===== src/rtl/lcdseg_pkg.sv =====
package lcdseg_pkg;

    // Drive-level codes handed to the analog output stage.
    typedef enum logic [1:0] {
        LVL_V1  = 2'b00,
        LVL_V3  = 2'b01,
        LVL_V4  = 2'b10,
        LVL_VEE = 2'b11
    } drive_lvl_e;

    // Enable chain state: waiting for the receiving pin, taking nibbles,
    // or finished until the next load strobe.
    typedef enum logic [1:0] {
        EN_IDLE  = 2'b00,
        EN_ARMED = 2'b01,
        EN_SPENT = 2'b10
    } en_state_e;

    // Per-frame output controls shared by every column.
    typedef struct packed {
        logic alt;
        logic blank_n;
    } frame_ctl_t;

    // Pick the drive level for one column.
    function automatic drive_lvl_e pick_level(input logic data_bit, input frame_ctl_t ctl);
        drive_lvl_e lvl;
        if (!ctl.blank_n) begin
            lvl = LVL_V1;
        end else if (ctl.alt) begin
            lvl = data_bit ? LVL_VEE : LVL_V4;
        end else begin
            lvl = data_bit ? LVL_V1 : LVL_V3;
        end
        return lvl;
    endfunction

endpackage


===== src/rtl/lcdseg_fall_det.sv =====
module lcdseg_fall_det (
    input  logic clk,
    input  logic rst,
    input  logic sig_i,
    output logic fall_o
);
    logic sig_q;

    always_ff @(posedge clk) begin
        if (rst) begin
            sig_q <= 1'b0;
        end else begin
            sig_q <= sig_i;
        end
    end

    assign fall_o = sig_q & ~sig_i;

endmodule


===== src/rtl/lcdseg_chain_ctl.sv =====
module lcdseg_chain_ctl
    import lcdseg_pkg::*;
#(
    parameter int GROUPS = 20
) (
    input  logic clk,
    input  logic rst,
    input  logic dir_i,
    input  logic load_fall_i,
    input  logic shift_fall_i,
    input  logic en_right_i,
    input  logic en_left_i,
    output logic en_right_o,
    output logic en_left_o,
    output logic accept_o
);
    localparam int CNT_W = (GROUPS > 1) ? $clog2(GROUPS) : 1;
    localparam logic [CNT_W-1:0] LAST_CNT = CNT_W'(GROUPS - 1);

    en_state_e        state_q;
    logic [CNT_W-1:0] cnt_q;
    logic             handoff_q;
    logic             recv_n;
    logic             pass_n;

    // Receiving pin follows the direction.
    assign recv_n   = dir_i ? en_left_i : en_right_i;
    assign accept_o = (state_q == EN_ARMED) && shift_fall_i && !load_fall_i;

    always_ff @(posedge clk) begin
        if (rst) begin
            state_q   <= EN_IDLE;
            cnt_q     <= '0;
            handoff_q <= 1'b0;
        end else begin
            handoff_q <= 1'b0;
            if (load_fall_i) begin
                state_q <= EN_IDLE;
                cnt_q   <= '0;
            end else begin
                unique case (state_q)
                    EN_IDLE: begin
                        if (!recv_n) begin
                            state_q <= EN_ARMED;
                        end
                    end
                    EN_ARMED: begin
                        if (accept_o) begin
                            if (cnt_q == LAST_CNT) begin
                                state_q   <= EN_SPENT;
                                cnt_q     <= '0;
                                handoff_q <= 1'b1;
                            end else begin
                                cnt_q <= cnt_q + 1'b1;
                            end
                        end
                    end
                    default: begin
                        state_q <= EN_SPENT;
                    end
                endcase
            end
        end
    end

    // Passing pin pulses low for one cycle; the receiving side's output idles high.
    assign pass_n     = ~handoff_q;
    assign en_left_o  = dir_i ? 1'b1 : pass_n;
    assign en_right_o = dir_i ? pass_n : 1'b1;

    a_r7_handoff_one_cycle: assert property (@(posedge clk) disable iff (rst)
        handoff_q |=> !handoff_q);

    a_r7_spent_after_handoff: assert property (@(posedge clk) disable iff (rst)
        handoff_q |-> (state_q == EN_SPENT));

    a_r7_count_in_range: assert property (@(posedge clk) disable iff (rst)
        cnt_q <= LAST_CNT);

    a_r8_load_disarms: assert property (@(posedge clk) disable iff (rst)
        load_fall_i |=> (state_q == EN_IDLE));

endmodule


===== src/rtl/lcdseg_shifter.sv =====
module lcdseg_shifter #(
    parameter int NIB_W  = 4,
    parameter int GROUPS = 20
) (
    input  logic                      clk,
    input  logic                      rst,
    input  logic                      shift_en_i,
    input  logic                      dir_i,
    input  logic [NIB_W-1:0]          nib_i,
    output logic [NIB_W*GROUPS-1:0]   sreg_o
);
    localparam int TOP = GROUPS - 1;

    logic [GROUPS-1:0][NIB_W-1:0] grp_q;
    logic [NIB_W-1:0]             nib_rev;

    // Mirrored entry: bit order reversed when filling from the high end.
    for (genvar b = 0; b < NIB_W; b++) begin : g_rev
        assign nib_rev[b] = nib_i[NIB_W-1-b];
    end

    always_ff @(posedge clk) begin
        if (rst) begin
            grp_q <= '0;
        end else if (shift_en_i) begin
            if (dir_i) begin
                for (int g = 0; g < TOP; g++) begin
                    grp_q[g] <= grp_q[g+1];
                end
                grp_q[TOP] <= nib_rev;
            end else begin
                for (int g = 1; g <= TOP; g++) begin
                    grp_q[g] <= grp_q[g-1];
                end
                grp_q[0] <= nib_i;
            end
        end
    end

    assign sreg_o = grp_q;

    a_r2_low_entry: assert property (@(posedge clk) disable iff (rst)
        (shift_en_i && !dir_i) |=> (sreg_o[NIB_W-1:0] == $past(nib_i)));

    a_r2_hold_idle: assert property (@(posedge clk) disable iff (rst)
        !shift_en_i |=> $stable(sreg_o));

endmodule


===== src/rtl/lcdseg_outstage.sv =====
module lcdseg_outstage
    import lcdseg_pkg::*;
#(
    parameter int NIB_W  = 4,
    parameter int GROUPS = 20
) (
    input  logic                        clk,
    input  logic                        rst,
    input  logic                        load_fall_i,
    input  logic [NIB_W*GROUPS-1:0]     sreg_i,
    input  frame_ctl_t                  ctl_i,
    output logic [2*NIB_W*GROUPS-1:0]   level_o
);
    localparam int OUTS = NIB_W * GROUPS;

    logic [OUTS-1:0] latch_q;

    always_ff @(posedge clk) begin
        if (rst) begin
            latch_q <= '0;
        end else if (load_fall_i) begin
            latch_q <= sreg_i;
        end
    end

    for (genvar j = 0; j < OUTS; j++) begin : g_col
        drive_lvl_e lvl;
        assign lvl              = pick_level(latch_q[j], ctl_i);
        assign level_o[2*j +: 2] = lvl;
    end

    a_r8_latch_copy: assert property (@(posedge clk) disable iff (rst)
        load_fall_i |=> (latch_q == $past(sreg_i)));

    a_r8_latch_hold: assert property (@(posedge clk) disable iff (rst)
        !load_fall_i |=> $stable(latch_q));

    a_r10_blank_all_v1: assert property (@(posedge clk) disable iff (rst)
        !ctl_i.blank_n |-> (level_o == '0));

endmodule


===== src/rtl/lcdseg_driver.sv =====
module lcdseg_driver
    import lcdseg_pkg::*;
#(
    parameter int NIB_W  = 4,
    parameter int GROUPS = 20
) (
    input  logic                        clk,
    input  logic                        rst,
    input  logic                        shift_clk_i,
    input  logic [NIB_W-1:0]            nibble_i,
    input  logic                        load_i,
    input  logic                        dir_i,
    input  logic                        en_right_i,
    input  logic                        en_left_i,
    output logic                        en_right_o,
    output logic                        en_left_o,
    input  logic                        alt_i,
    input  logic                        blank_n_i,
    output logic [2*NIB_W*GROUPS-1:0]   level_o
);
    localparam int OUTS = NIB_W * GROUPS;

    logic            shift_fall;
    logic            load_fall;
    logic            accept;
    logic [OUTS-1:0] sreg;
    frame_ctl_t      ctl;

    assign ctl.alt     = alt_i;
    assign ctl.blank_n = blank_n_i;

    lcdseg_fall_det u_shift_edge (
        .clk    (clk),
        .rst    (rst),
        .sig_i  (shift_clk_i),
        .fall_o (shift_fall)
    );

    lcdseg_fall_det u_load_edge (
        .clk    (clk),
        .rst    (rst),
        .sig_i  (load_i),
        .fall_o (load_fall)
    );

    lcdseg_chain_ctl #(
        .GROUPS (GROUPS)
    ) u_chain (
        .clk          (clk),
        .rst          (rst),
        .dir_i        (dir_i),
        .load_fall_i  (load_fall),
        .shift_fall_i (shift_fall),
        .en_right_i   (en_right_i),
        .en_left_i    (en_left_i),
        .en_right_o   (en_right_o),
        .en_left_o    (en_left_o),
        .accept_o     (accept)
    );

    lcdseg_shifter #(
        .NIB_W  (NIB_W),
        .GROUPS (GROUPS)
    ) u_shift (
        .clk        (clk),
        .rst        (rst),
        .shift_en_i (accept),
        .dir_i      (dir_i),
        .nib_i      (nibble_i),
        .sreg_o     (sreg)
    );

    lcdseg_outstage #(
        .NIB_W  (NIB_W),
        .GROUPS (GROUPS)
    ) u_out (
        .clk         (clk),
        .rst         (rst),
        .load_fall_i (load_fall),
        .sreg_i      (sreg),
        .ctl_i       (ctl),
        .level_o     (level_o)
    );

    a_r3_unarmed_edge_ignored: assert property (@(posedge clk) disable iff (rst)
        (shift_fall && !accept) |=> $stable(sreg));

    a_r6_one_pass_pin_low: assert property (@(posedge clk) disable iff (rst)
        !(en_left_o == 1'b0 && en_right_o == 1'b0));

endmodule


===== config.mk =====
export PLATFORM = sky130hd
export DESIGN_NAME = lcdseg_driver
export DESIGN_NICKNAME = d
export VERILOG_FILES = /design/src/rtl/lcdseg_pkg.sv /design/src/rtl/lcdseg_fall_det.sv /design/src/rtl/lcdseg_chain_ctl.sv /design/src/rtl/lcdseg_shifter.sv /design/src/rtl/lcdseg_outstage.sv /design/src/rtl/lcdseg_driver.sv
export SDC_FILE = /design/constraint.sdc
export NUM_CORES = 1
export LEC_CHECK = 0
export BUFFER_PORTS_ARGS = -buffer_cell sky130_fd_sc_hd__buf_2
export CAP_MARGIN = 20
export CORE_ASPECT_RATIO = 1.25
export CORE_UTILIZATION = 30
export CTS_BUF_LIST = sky130_fd_sc_hd__clkbuf_4 sky130_fd_sc_hd__clkbuf_8
export DETAILED_ROUTE_END_ITERATION = 8
export GPL_TIMING_DRIVEN = 0
export PLACE_DENSITY = 0.5
export SLEW_MARGIN = 20
export SYNTH_ARGS = -nofsm -noshare
export SYNTH_HDL_FRONTEND = slang
export SYNTH_SLANG_ARGS = --single-unit
export TNS_END_PERCENT = 30

===== constraint.sdc =====
create_clock -name clk -period 2.9 [get_ports clk]
set_clock_uncertainty 0.1 [all_clocks]
set_input_delay 0.29 -clock clk [delete_from_list [all_inputs] [get_ports clk]]
set_output_delay 0.29 -clock clk [all_outputs]
set_load 0.02 [all_outputs]

==> results.md, run 1 <==
- DP Worst Slack: 0.242 ns
- Status: finished with violations
- Hold Vio Cnt, Final: 0
- Mean area per synthesized cell: 8.42 um^2
- Slowest CP cell: and2_4
- Final setup viols: 0
- Compound-Gate Fraction of Synth Area: 0.121
- Crit path cell chain: clkbuf_1, buf_2, and2_4, buf_4, buf_2
- Antenna viol nets, final: 0
- Placed cells: 1531
- Seq/Total Area, Yosys: 0.400
- Post-Route WL: 24400 um
- Setup Buffers After CTS: 0
- Setup ws final: 0.303 ns
- Non-filler cells, final: 1565
- CP Max Fanout: 80
- First-pass GRT wire length: 38000 um
- CTS tree: built
- Root buffer cell: clkbuf_8
- Nets: 1216
- Largest net degree at the start of global routing: 81
- Wire per inst: 15.6 um
- P_leak: 4.04 nW
- CTS max path bufs: 2
- Cell Area, Synth: 8510 um^2
- Hold-fix buffers, CTS: 2
- Worst vdd ir: 269 uV
- Synth-to-Final Area Change: 19.8%
- DRT iter0 DRCs: 366
- Port Buffers: 170
- Via count: 7120
- Tcrit/Tclk final: 0.895
- Diodes inserted: 0
- CTS resizes: 0
- Fillers: 2953
- Tmin final: 2.60 ns
- Most frequent cells in the layout: 203 x buf_2, 170 x dfxtp_1, 166 x nand2_1
- Drt via density: 4.55
- Total number of yosys warnings: 0
- TritonRoute pass-1 iters: 8
- Post-synthesis mux area share: 0.0976
- Clock Pin Slew Worst Setup and Hold Paths: 0.09 ns
- Syn_nets: 1025
- Required time worst endpoint: 2.51 ns
- FF/Latch Area: 3400 um^2
- Post-synthesis adder-cell area fraction: 0.00147
- Initial antenna violation count: 0
- Number of global-route vias before repair: 6789
- Worst Path Arrival: 2.21 ns
- Slew Viols, Final: 0
- Setup CP Type: in2out
- GR Util All Layers: 0.168
- Final Util: 0.368
- Failing checks: DRC
- Die W: 153 um
- Flops & latches, synth: 170
- HP Class: in2reg
- Post-Syn Instances: 1011
- XOR/XNOR Fraction of Synth Area: 0.0833
- Power Density: 470 nW/um^2
- Synth area leaders: dfxtp_1 40%, mux2i_1 9.8%, xnor2_1 8.3%
- Number of buffers created by CTS: 17
- Synth unique cells: 26
- Main combinational cell family by area after synthesis: simple AND/OR/NAND/NOR gates
- Setup crit start kind: input pin
- Post-DP HPWL: 18200 um
- Commonest non-fill, non-tap cell in the layout: buf_2
- Die Span Y: 190 um
- Slew @ Worst Pin: 0.966 ns
- Drc violations: 11
- Sink Count: 170
- Max-cap viol count: 0
- CP max stage delay: 0.69 ns
- H-tree depth: 4
- Initial core utilization: 0.307
- Achievable Freq: 385 MHz
- Area occupied by multi-input gates: 4170 um^2
- Layout cell share with drive strength beyond 1: 0.262
- Io pins: 175
- Global placer's final weighted congestion: 0.785
- Yosys top cell by area: dfxtp_1
- Simple-gate share of the synthesized area: 0.186
- Die ar.: 29100 um^2
- Post-synth top area share: 0.400
- Total gr overflow: 0
- CORE AREA: 27700 um^2
- Crit path top cell by count: buf_2
- Worst-Skew Late Latency: 0.45 ns
- CP Capture Type: output pin
- Slew headroom: 0.356
- # rows: 68
- RSZ-0062 raised after global routing: false
per-stage QoR:
| stage | setup TNS, ns | hold slack (ns) | power, mW | instance area [um^2] |
|---|---|---|---|---|
| floorplan | 0 | 0.318 | 3.00 | 8510 |
| global placement | -7.68 | 0.356 | 3.23 | 9800 |
| detailed placement | 0 | 0.362 | 3.24 | 9800 |
| CTS | 0 | 0.0238 | 4.85 | 10200 |
| global route | 0 | 0.0973 | 5.00 | 10200 |
| finish | 0 | 0.0431 | 4.79 | 10200 |
path summary, 6_finish.rpt:
check	from	end	slack, ns	cells after the start
worst max-delay path	alt_i	level_o[145]	0.30	5
worst min-delay path	en_right_i	u_chain.state_q[0]$_SDFFE_PP0P_	0.04	4
worst max register to register	u_load_edge.sig_q$_SDFF_PP0_	u_out.latch_q[77]$_SDFFE_PP0P_	1.03	5
worst min register to register	u_out.latch_q[28]$_SDFFE_PP0P_	u_out.latch_q[28]$_SDFFE_PP0P_	0.37	2
final cells by class:
class	count	share of cell area
well taps	350	0.0430
clock inverters	14	0.0120
clock buffers	18	0.0243
repair buffers	172	0.0854
multi-input cells	680	0.409
flip-flops and latches	170	0.334
plain buffers	161	0.0924
synth_stat cells (all sizes together):
cell type  number
a211oi         80
a21oi          83
a31oi           1
and2           81
buf           114
clkbuf         47
dfxtp         170
ha              1
mux2i          83
nand2         166
nand2b          3
nand3           1
nand3b          1
nand4bb         1
nor2           88
nor2b           4
nor3            1
nor3b           1
nor4bb          1
o21ai           1
or3             1
or3b            1
xnor2          81
cell families after synthesis:
| group | count (synthesis) |
|---|---|
| AOI/OAI and AO/OA | 165 |
| xor gates and xnor gates | 81 |
| buffers and inverters | 161 |
| DFF | 170 |
| and+or+nand+nor | 350 |
| adders and majority gates | 1 |
| muxes | 83 |
per-layer routing:
layer  part of all wire  global-route usage  vias up
li1                   -                   -     3645
met1               0.45               0.206     3338
met2               0.51               0.305      121
met3              0.029              0.0257       16
met4              0.014              0.0466        0
met5                  0                   0        -
power breakdown:
part	total, mW	switching (mW)	internal, mW
Clock	1.62	0.916	0.704
Combinational	0.759	0.458	0.300
Sequential	2.41	0.0431	2.37
Total	4.79	1.42	3.37
sequential cells by signal, summed over array words and instances (netlist names):
signal and flops:
u_out.latch_q 80, u_shift.sreg_o 80, u_chain.cnt_q 5, u_chain.state_q 2, u_chain.handoff_q 1, u_load_edge.sig_q 1, u_shift_edge.sig_q 1
worst max-delay path, delay by kind of cell:
family | cells | cell delay (ns)
buf+inv | 4 | 1.18
simple gates | 1 | 0.69
Note: power is estimated with default switching activity, not from simulation.
==> run 2, diff against run 1 <==
--- a/config.mk
+++ b/config.mk
@@ -7,7 +7,7 @@
 export LEC_CHECK = 0
 export BUFFER_PORTS_ARGS = -buffer_cell sky130_fd_sc_hd__buf_2
 export CAP_MARGIN = 20
-export CORE_ASPECT_RATIO = 1.25
+export CORE_ASPECT_RATIO = 0.75
 export CORE_UTILIZATION = 30
 export CTS_BUF_LIST = sky130_fd_sc_hd__clkbuf_4 sky130_fd_sc_hd__clkbuf_8
 export DETAILED_ROUTE_END_ITERATION = 8
==> run 2 against run 1 <==
The run now ends clean. Setup slack worse by 0.063 ns. Non-clock buffer count is 2 higher. Cell count is 2.3% higher. Largest cell class unchanged. Highest routed layer unchanged. Die area hardly changed. Sequential share of layout area is 0.19 points lower.
==> results.md, run 2 (synthesis gave the netlist of run 1 again) <==
- Tmin final: 2.66 ns (+0.0628 ns)
- CP Max Fanout: 80 (unchanged)
- Antenna viol nets, final: 0 (unchanged)
- Power Density: 469 nW/um^2 (-0.14%)
- Post-Route WL: 25000 um (+2.4%)
- Status: completed
- CTS max path bufs: 2 (unchanged)
- Slew @ Worst Pin: 0.946 ns (-0.0205 ns)
- Hold-fix buffers, CTS: 4 (+2)
- Layout cell share with drive strength beyond 1: 0.261 (-0.00104)
- NetSw: 1.44 mW (+1.3%)
- Global placer's final weighted congestion: 0.785 (about the same)
- Wire per inst: 15.6 um (about the same)
- Clock Pin Slew Worst Setup and Hold Paths: 0.09 ns (about the same)
- Worst vdd ir: 275 uV (+2.3%)
- Slew headroom: 0.369 (+0.0137)
- RSZ-0062 raised after global routing: false
- GR Util All Layers: 0.170 (+0.00115)
- Final setup viols: 0 (unchanged)
- Worst-Skew Late Latency: 0.48 ns (+0.03 ns)
- P_leak: 4.06 nW (+0.32%)
- Max-cap viol count: 0 (unchanged)
- CTS tree: built
- Port Buffers: 170 (unchanged)
- Worst Path Arrival: 2.27 ns (+0.06 ns)
- DRT iter0 DRCs: 586 (+60%)
- Worst R2R Setup Slack: 0.89 ns (-0.14 ns)
- Switch share: 0.298 (+0.00253)
- Worst hold slack: 0.0644 ns (+0.0213 ns)
- Final Util: 0.366 (-0.00120)
- Setup crit start kind: input pin
- TritonRoute pass-1 iters: 5 (-3)
- Hold Vio Cnt, Final: 0 (unchanged)
- Number of global-route vias before repair: 6474 (-4.6%)
- Die ar.: 29100 um^2 (about the same)
- Post-DP HPWL: 18400 um (+1.2%)
- CP Capture Type: output pin
- Die W: 197 um (+29%)
- Number of buffers created by CTS: 17 (unchanged)
- Setup CP Type: in2out
- Tcrit/Tclk final: 0.917 (+0.0217)
- Placed cell areas: 9850 um^2 (+0.45%)
- Nets: 1218 (+0.16%)
- Die Span Y: 148 um (-22%)
- Initial antenna violation count: 1 (+1)
- Initial core utilization: 0.304 (-0.00272)
- Via count: 7174 (+0.76%)
- Root buffer cell: clkbuf_8
- Sink Count: 170 (unchanged)
- Commonest non-fill, non-tap cell in the layout: buf_2
- Clock share of power: 0.340 (+0.002)
- Drc violations: 0 (-11)
- Diodes inserted: 0 (unchanged)
- Setup Buffers After CTS: 0 (unchanged)
- H-tree depth: 4 (unchanged)
- Final Cell Area: 10300 um^2 (+0.56%)
- CTS resizes: 0 (unchanged)
- Drt via density: 4.48 (-1.5%)
- Placed cells: 1566 (+2.3%)
- Io pins: 175 (unchanged)
- Total gr overflow: 0 (unchanged)
- Most frequent cells in the layout: 203 x buf_2, 170 x dfxtp_1, 166 x nand2_1
- Non-filler cells, final: 1601 (+2.3%)
- # rows: 53 (-22%)
- CORE AREA: 28000 um^2 (+0.89%)
- Largest net degree at the start of global routing: 81 (unchanged)
- Pint: 3.37 mW (about the same)
- Combinational share of power: 0.158 (about the same)
- Slew Viols, Final: 0 (unchanged)
- Achievable Freq: 376 MHz (-2.4%)
- First-pass GRT wire length: 37700 um (-0.76%)
- Fillers: 3011 (+2.0%)
- Total power: 4.81 mW (+0.42%)
- Sequential share of power: 0.502 (about the same)
- HP Class: in2reg
- Required time worst endpoint: 2.51 ns (about the same)
- Synth-to-Final Area Change: 20.4%
run 2: layout make-up:
cell class	count	area [um^2]	share of cell area
multi-input combinational	680	4170	0.407
tap	385	482	0.0470
buffer	161	942	0.0919
clock buffer	18	248	0.0242
clock inverter	13	116	0.0113
timing repair buffer	174	891	0.0869
sequential	170	3400	0.332
run 2: routing by layer:
layer	wire length [um]	part of all wire	GRT usage
met1	13400	0.54	0.263
met2	10300	0.41	0.236
met3	1030	0.041	0.0303
met4	238	0.0095	0.0422
met5	0	0	0
run 2: final timing paths:
| check | start | depth (start not counted) | end |
|---|---|---|---|
| worst min register to register | u_out.latch_q[16]$_SDFFE_PP0P_ | 2 | u_out.latch_q[16]$_SDFFE_PP0P_ |
| worst min-delay path | nibble_i[0] | 3 | u_shift.sreg_o[0]$_SDFFE_PP0P_ |
| worst max register to register | u_load_edge.sig_q$_SDFF_PP0_ | 5 | u_out.latch_q[11]$_SDFFE_PP0P_ |
| worst max-delay path | alt_i | 5 | level_o[33] |
run 2: power groups by stage:
stage | sequential (mW) | clock [mW] | combinational, mW
after detailed placement | 2.47 | 0 | 0.764
after floorplan | 2.45 | 0 | 0.551
after CTS | 2.41 | 1.68 | 0.771
after global placement | 2.47 | 0 | 0.763
final | 2.41 | 1.63 | 0.761
after global routing | 2.42 | 1.77 | 0.824
run 2: metrics by stage:
step / worst slack [ns] / setup TNS (ns)
2_1_floorplan: 0.524 / 0
3_3_place_gp: -0.0963 / -6.99
3_5_place_dp: 0.239 / 0
4_1_cts: 0.236 / 0
5_1_grt: 0.129 / 0
6_report: 0.240 / 0
run 2: worst max-delay path, stage by stage:
cell and delay (ns):
clkbuf_1 0.47, buf_2 0.40, and2_4 0.69, buf_4 0.22, buf_2 0.15
==> run 3, diff against run 2 <==
--- a/config.mk
+++ b/config.mk
@@ -12,9 +12,10 @@
 export CTS_BUF_LIST = sky130_fd_sc_hd__clkbuf_4 sky130_fd_sc_hd__clkbuf_8
 export DETAILED_ROUTE_END_ITERATION = 8
 export GPL_TIMING_DRIVEN = 0
-export PLACE_DENSITY = 0.5
+export PLACE_DENSITY = 0.49
 export SLEW_MARGIN = 20
 export SYNTH_ARGS = -nofsm -noshare
 export SYNTH_HDL_FRONTEND = slang
+export SYNTH_HIERARCHICAL = 1
 export SYNTH_SLANG_ARGS = --single-unit
 export TNS_END_PERCENT = 30
==> run 3 against run 2 <==
Wire length decreased by 2.7%. Synthesized cell count is 8.9% lower. Cell count fell by 5.5%. Critical path depth is 5 higher. Hold slack worse by 0.023 ns. Setup slack better by 0.33 ns. Power fell by 0.16%. Via count decreased by 7.5%. Global-route usage shrank 0.83 points. Largest cell class unchanged.
==> results.md, run 3 <==
- Status: completed
- Initial antenna violation count: 0 (-1)
- Io pins: 175 (unchanged)
- Count leader, synth: dfxtp_1
- Setup Buffers After CTS: 0 (unchanged)
- Antenna viol nets, final: 0 (unchanged)
- DRT iter0 DRCs: 393 (-33%)
- HP Class: in2reg
- Cell Area, Synth: 8800 um^2 (+3.4%)
- Reg2Reg Capture Point: u_shift/sreg_o[13]$_SDFFE_PP0P_
- Worst Hold End: u_chain/state_q[0]$_SDFFE_PP0P_
- Synth unique cells: 31 (+19%)
- Worst Path Buf+Inv: 7 (+3)
- Synth-to-Final Area Change: 19.7%
- Drt via density: 4.39 (-2.1%)
- Wire per inst: 16.1 um (+3.0%)
- Worst hold path depth: 4 (+1)
- Achievable Freq: 429 MHz (+14%)
- GR Util All Layers: 0.161 (-0.00826)
- CTS resizes: 0 (unchanged)
- Worst path depth: 10 (+5)
- Flops & latches, synth: 170 (unchanged)
- Sink Count: 170 (unchanged)
- H-tree depth: 4 (unchanged)
- Die W: 200 um (+1.6%)
- Mean area per synthesized cell: 9.55 um^2 (+13%)
- Syn_nets: 935 (-8.8%)
- Root buffer cell: clkbuf_8
- Slew @ Worst Pin: 0.733 ns (-0.213 ns)
- Slew headroom: 0.511 (+0.142)
- RSZ-0062 raised after global routing: false
- Slew Viols, Final: 0 (unchanged)
- Yosys top cell by area: dfxtp_1
- Async SR Flop Fraction: 0 (unchanged)
- Number of buffers created by CTS: 17 (unchanged)
- Synth area leaders: dfxtp_1 39%, mux2i_1 18%, xnor2_1 8.0%
- Required time worst endpoint: 3.11 ns (+0.60 ns)
- Drc violations: 0 (unchanged)
- Largest net degree at the start of global routing: 81 (unchanged)
- Diodes inserted: 0 (unchanged)
- Worst vdd ir: 267 uV (-2.9%)
- CTS max path bufs: 2 (unchanged)
- Clock Pin Slew Worst Setup and Hold Paths: 0.09 ns (about the same)
- Commonest non-fill, non-tap cell in the layout: buf_2
- Max-cap viol count: 0 (unchanged)
- Global placer's final weighted congestion: 0.769 (-2.0%)
- Post-DP HPWL: 17800 um (-3.6%)
- Initial core utilization: 0.309 (+0.00506)
- CTS tree: built
- Hold-fix buffers, CTS: 4 (unchanged)
- First-pass GRT wire length: 36500 um (-3.3%)
- TritonRoute pass-1 iters: 5 (unchanged)
- Total gr overflow: 0 (unchanged)
- Number of global-route vias before repair: 5965 (-7.9%)
- Post-Route WL: 24300 um (-2.7%)
- Via count: 6639 (-7.5%)
- Layout cell share with drive strength beyond 1: 0.291 (+0.0301)
- Tmin final: 2.33 ns (-0.327 ns)
- Min-delay src: en_left_i
- Power Density: 456 nW/um^2 (-2.8%)
- List of most frequent post-synthesis cells: 170 x dfxtp_1, 163 x nor2_1, 161 x mux2i_1
- CP Capture Type: register
- CP max stage delay: 0.53 ns (-0.16 ns)
- Crit path top cell by count: buf_2
- Die Span Y: 150 um (+1.6%)
- Total number of yosys warnings: 6 (+6)
- Final setup viols: 0 (unchanged)
- Post-synth top flop: dfxtp_1
- CP Max Fanout: 10 (-88%)
- Worst R2R Setup Slack: 0.64 ns (-0.25 ns)
- P_leak: 4.31 nW (+6.2%)
- Tcrit/Tclk final: 0.804 (-0.113)
- Crit-path leading delay family: buffers and inverters
- Total power: 4.80 mW (-0.16%)
- Seq/Total Area, Yosys: 0.387 (-0.0130)
- Setup CP Type: in2reg
- Crit path cell chain: dlygate4sd3_1, buf_2, nor2b_1, nand4bb_1, buf_2, inv_1, buf_4, buf_2, clkbuf_1, a211oi_1
- Post-Syn Instances: 921 (-8.9%)
- Setup crit start kind: input pin
- Critical R2R Launch: u_load_edge/sig_q$_SDFF_PP0_
- Post-synth top area share: 0.387 (-0.0130)
- Worst Path Arrival: 2.54 ns (+0.27 ns)
- R2R cell count: 8 (+3)
- Worst-Skew Late Latency: 0.46 ns (-0.02 ns)
- EDFF count, synth: 0 (unchanged)
- Port Buffers: 173 (+1.8%)
- Most frequent cells in the layout: 182 x buf_2, 170 x dfxtp_1, 163 x nor2_1
- Die ar.: 30000 um^2 (+3.3%)
- Setup TNS Final: 0 ns (unchanged)
- Slowest CP cell: dlygate4sd3_1
- Nets: 1131 (-7.1%)
- CORE AREA: 28400 um^2 (+1.7%)
- Hold Vio Cnt, Final: 0 (unchanged)
- # rows: 53 (unchanged)
## run 3: layer usage
metal | GRT usage | wire [um] | up-vias
li1 | - | - | 3395
met4 | 0.0321 | 99 | 0
met1 | 0.257 | 13400 | 3119
met5 | 0 | 0 | -
met2 | 0.217 | 9920 | 120
met3 | 0.0311 | 894 | 5
## run 3: stage by stage
stage / instance area [um^2] / hold slack (ns) / utilization / setup slack [ns] / std cells
final: 10500 / 0.0416 / 0.370 / 0.567 / 1513
after global placement: 10100 / 0.371 / 0.357 / -0.456 / 1479
after detailed placement: 10100 / 0.375 / 0.357 / 0.687 / 1479
after floorplan: 8800 / 0.256 / - / 0.0169 / 921
after global routing: 10500 / 0.0466 / 0.370 / 0.405 / 1513
after CTS: 10500 / 0.0124 / 0.370 / 0.627 / 1513
## run 3: kinds of logic (layout without fill, tap and decap cells)
| family | Yosys count | in the layout | synth area share |
|---|---|---|---|
| adders and majority gates | 1 | 1 | 0.00142 |
| AOI/OAI and AO/OA | 90 | 90 | 0.0751 |
| muxes | 161 | 161 | 0.183 |
| buffers and inverters | 154 | 361 | 0.132 |
| and+or+nand+nor | 265 | 265 | 0.142 |
| xor gates and xnor gates | 80 | 80 | 0.0796 |
| DFF | 170 | 170 | 0.387 |
## run 3: worst min-delay path: stages
cell and delay (ns):
buf_2 0.07, mux2i_1 0.05, nor2_1 0.08, nor3b_1 0.05
## run 3: how the worst max path moves through the flow
stage                           start                              end
after floorplan                 alt_i                     level_o[101]
after global placement          alt_i                      level_o[29]
after detailed placement       load_i   u_shift/sreg_o[8]$_SDFFE_PP0P_
after CTS                 shift_clk_i  u_shift/sreg_o[13]$_SDFFE_PP0P_
after global routing      shift_clk_i   u_shift/sreg_o[0]$_SDFFE_PP0P_
final                     shift_clk_i  u_shift/sreg_o[13]$_SDFFE_PP0P_
## run 3: power by group
part,total [mW],switching (mW),internal (mW)
clock,1.58,0.866,0.713
combinational,0.810,0.461,0.348
sequential,2.41,0.0458,2.37
total,4.80,1.37,3.43
## run 3: cell type report
cell class	count	area, um^2
clock buffer	21	270
buffer	152	1150
fill	2932	17900
tap	385	482
sequential	170	3400
timing repair buffer	177	906
multi-input combinational	597	4240
clock inverter	9	76.3
inverter	2	7.51
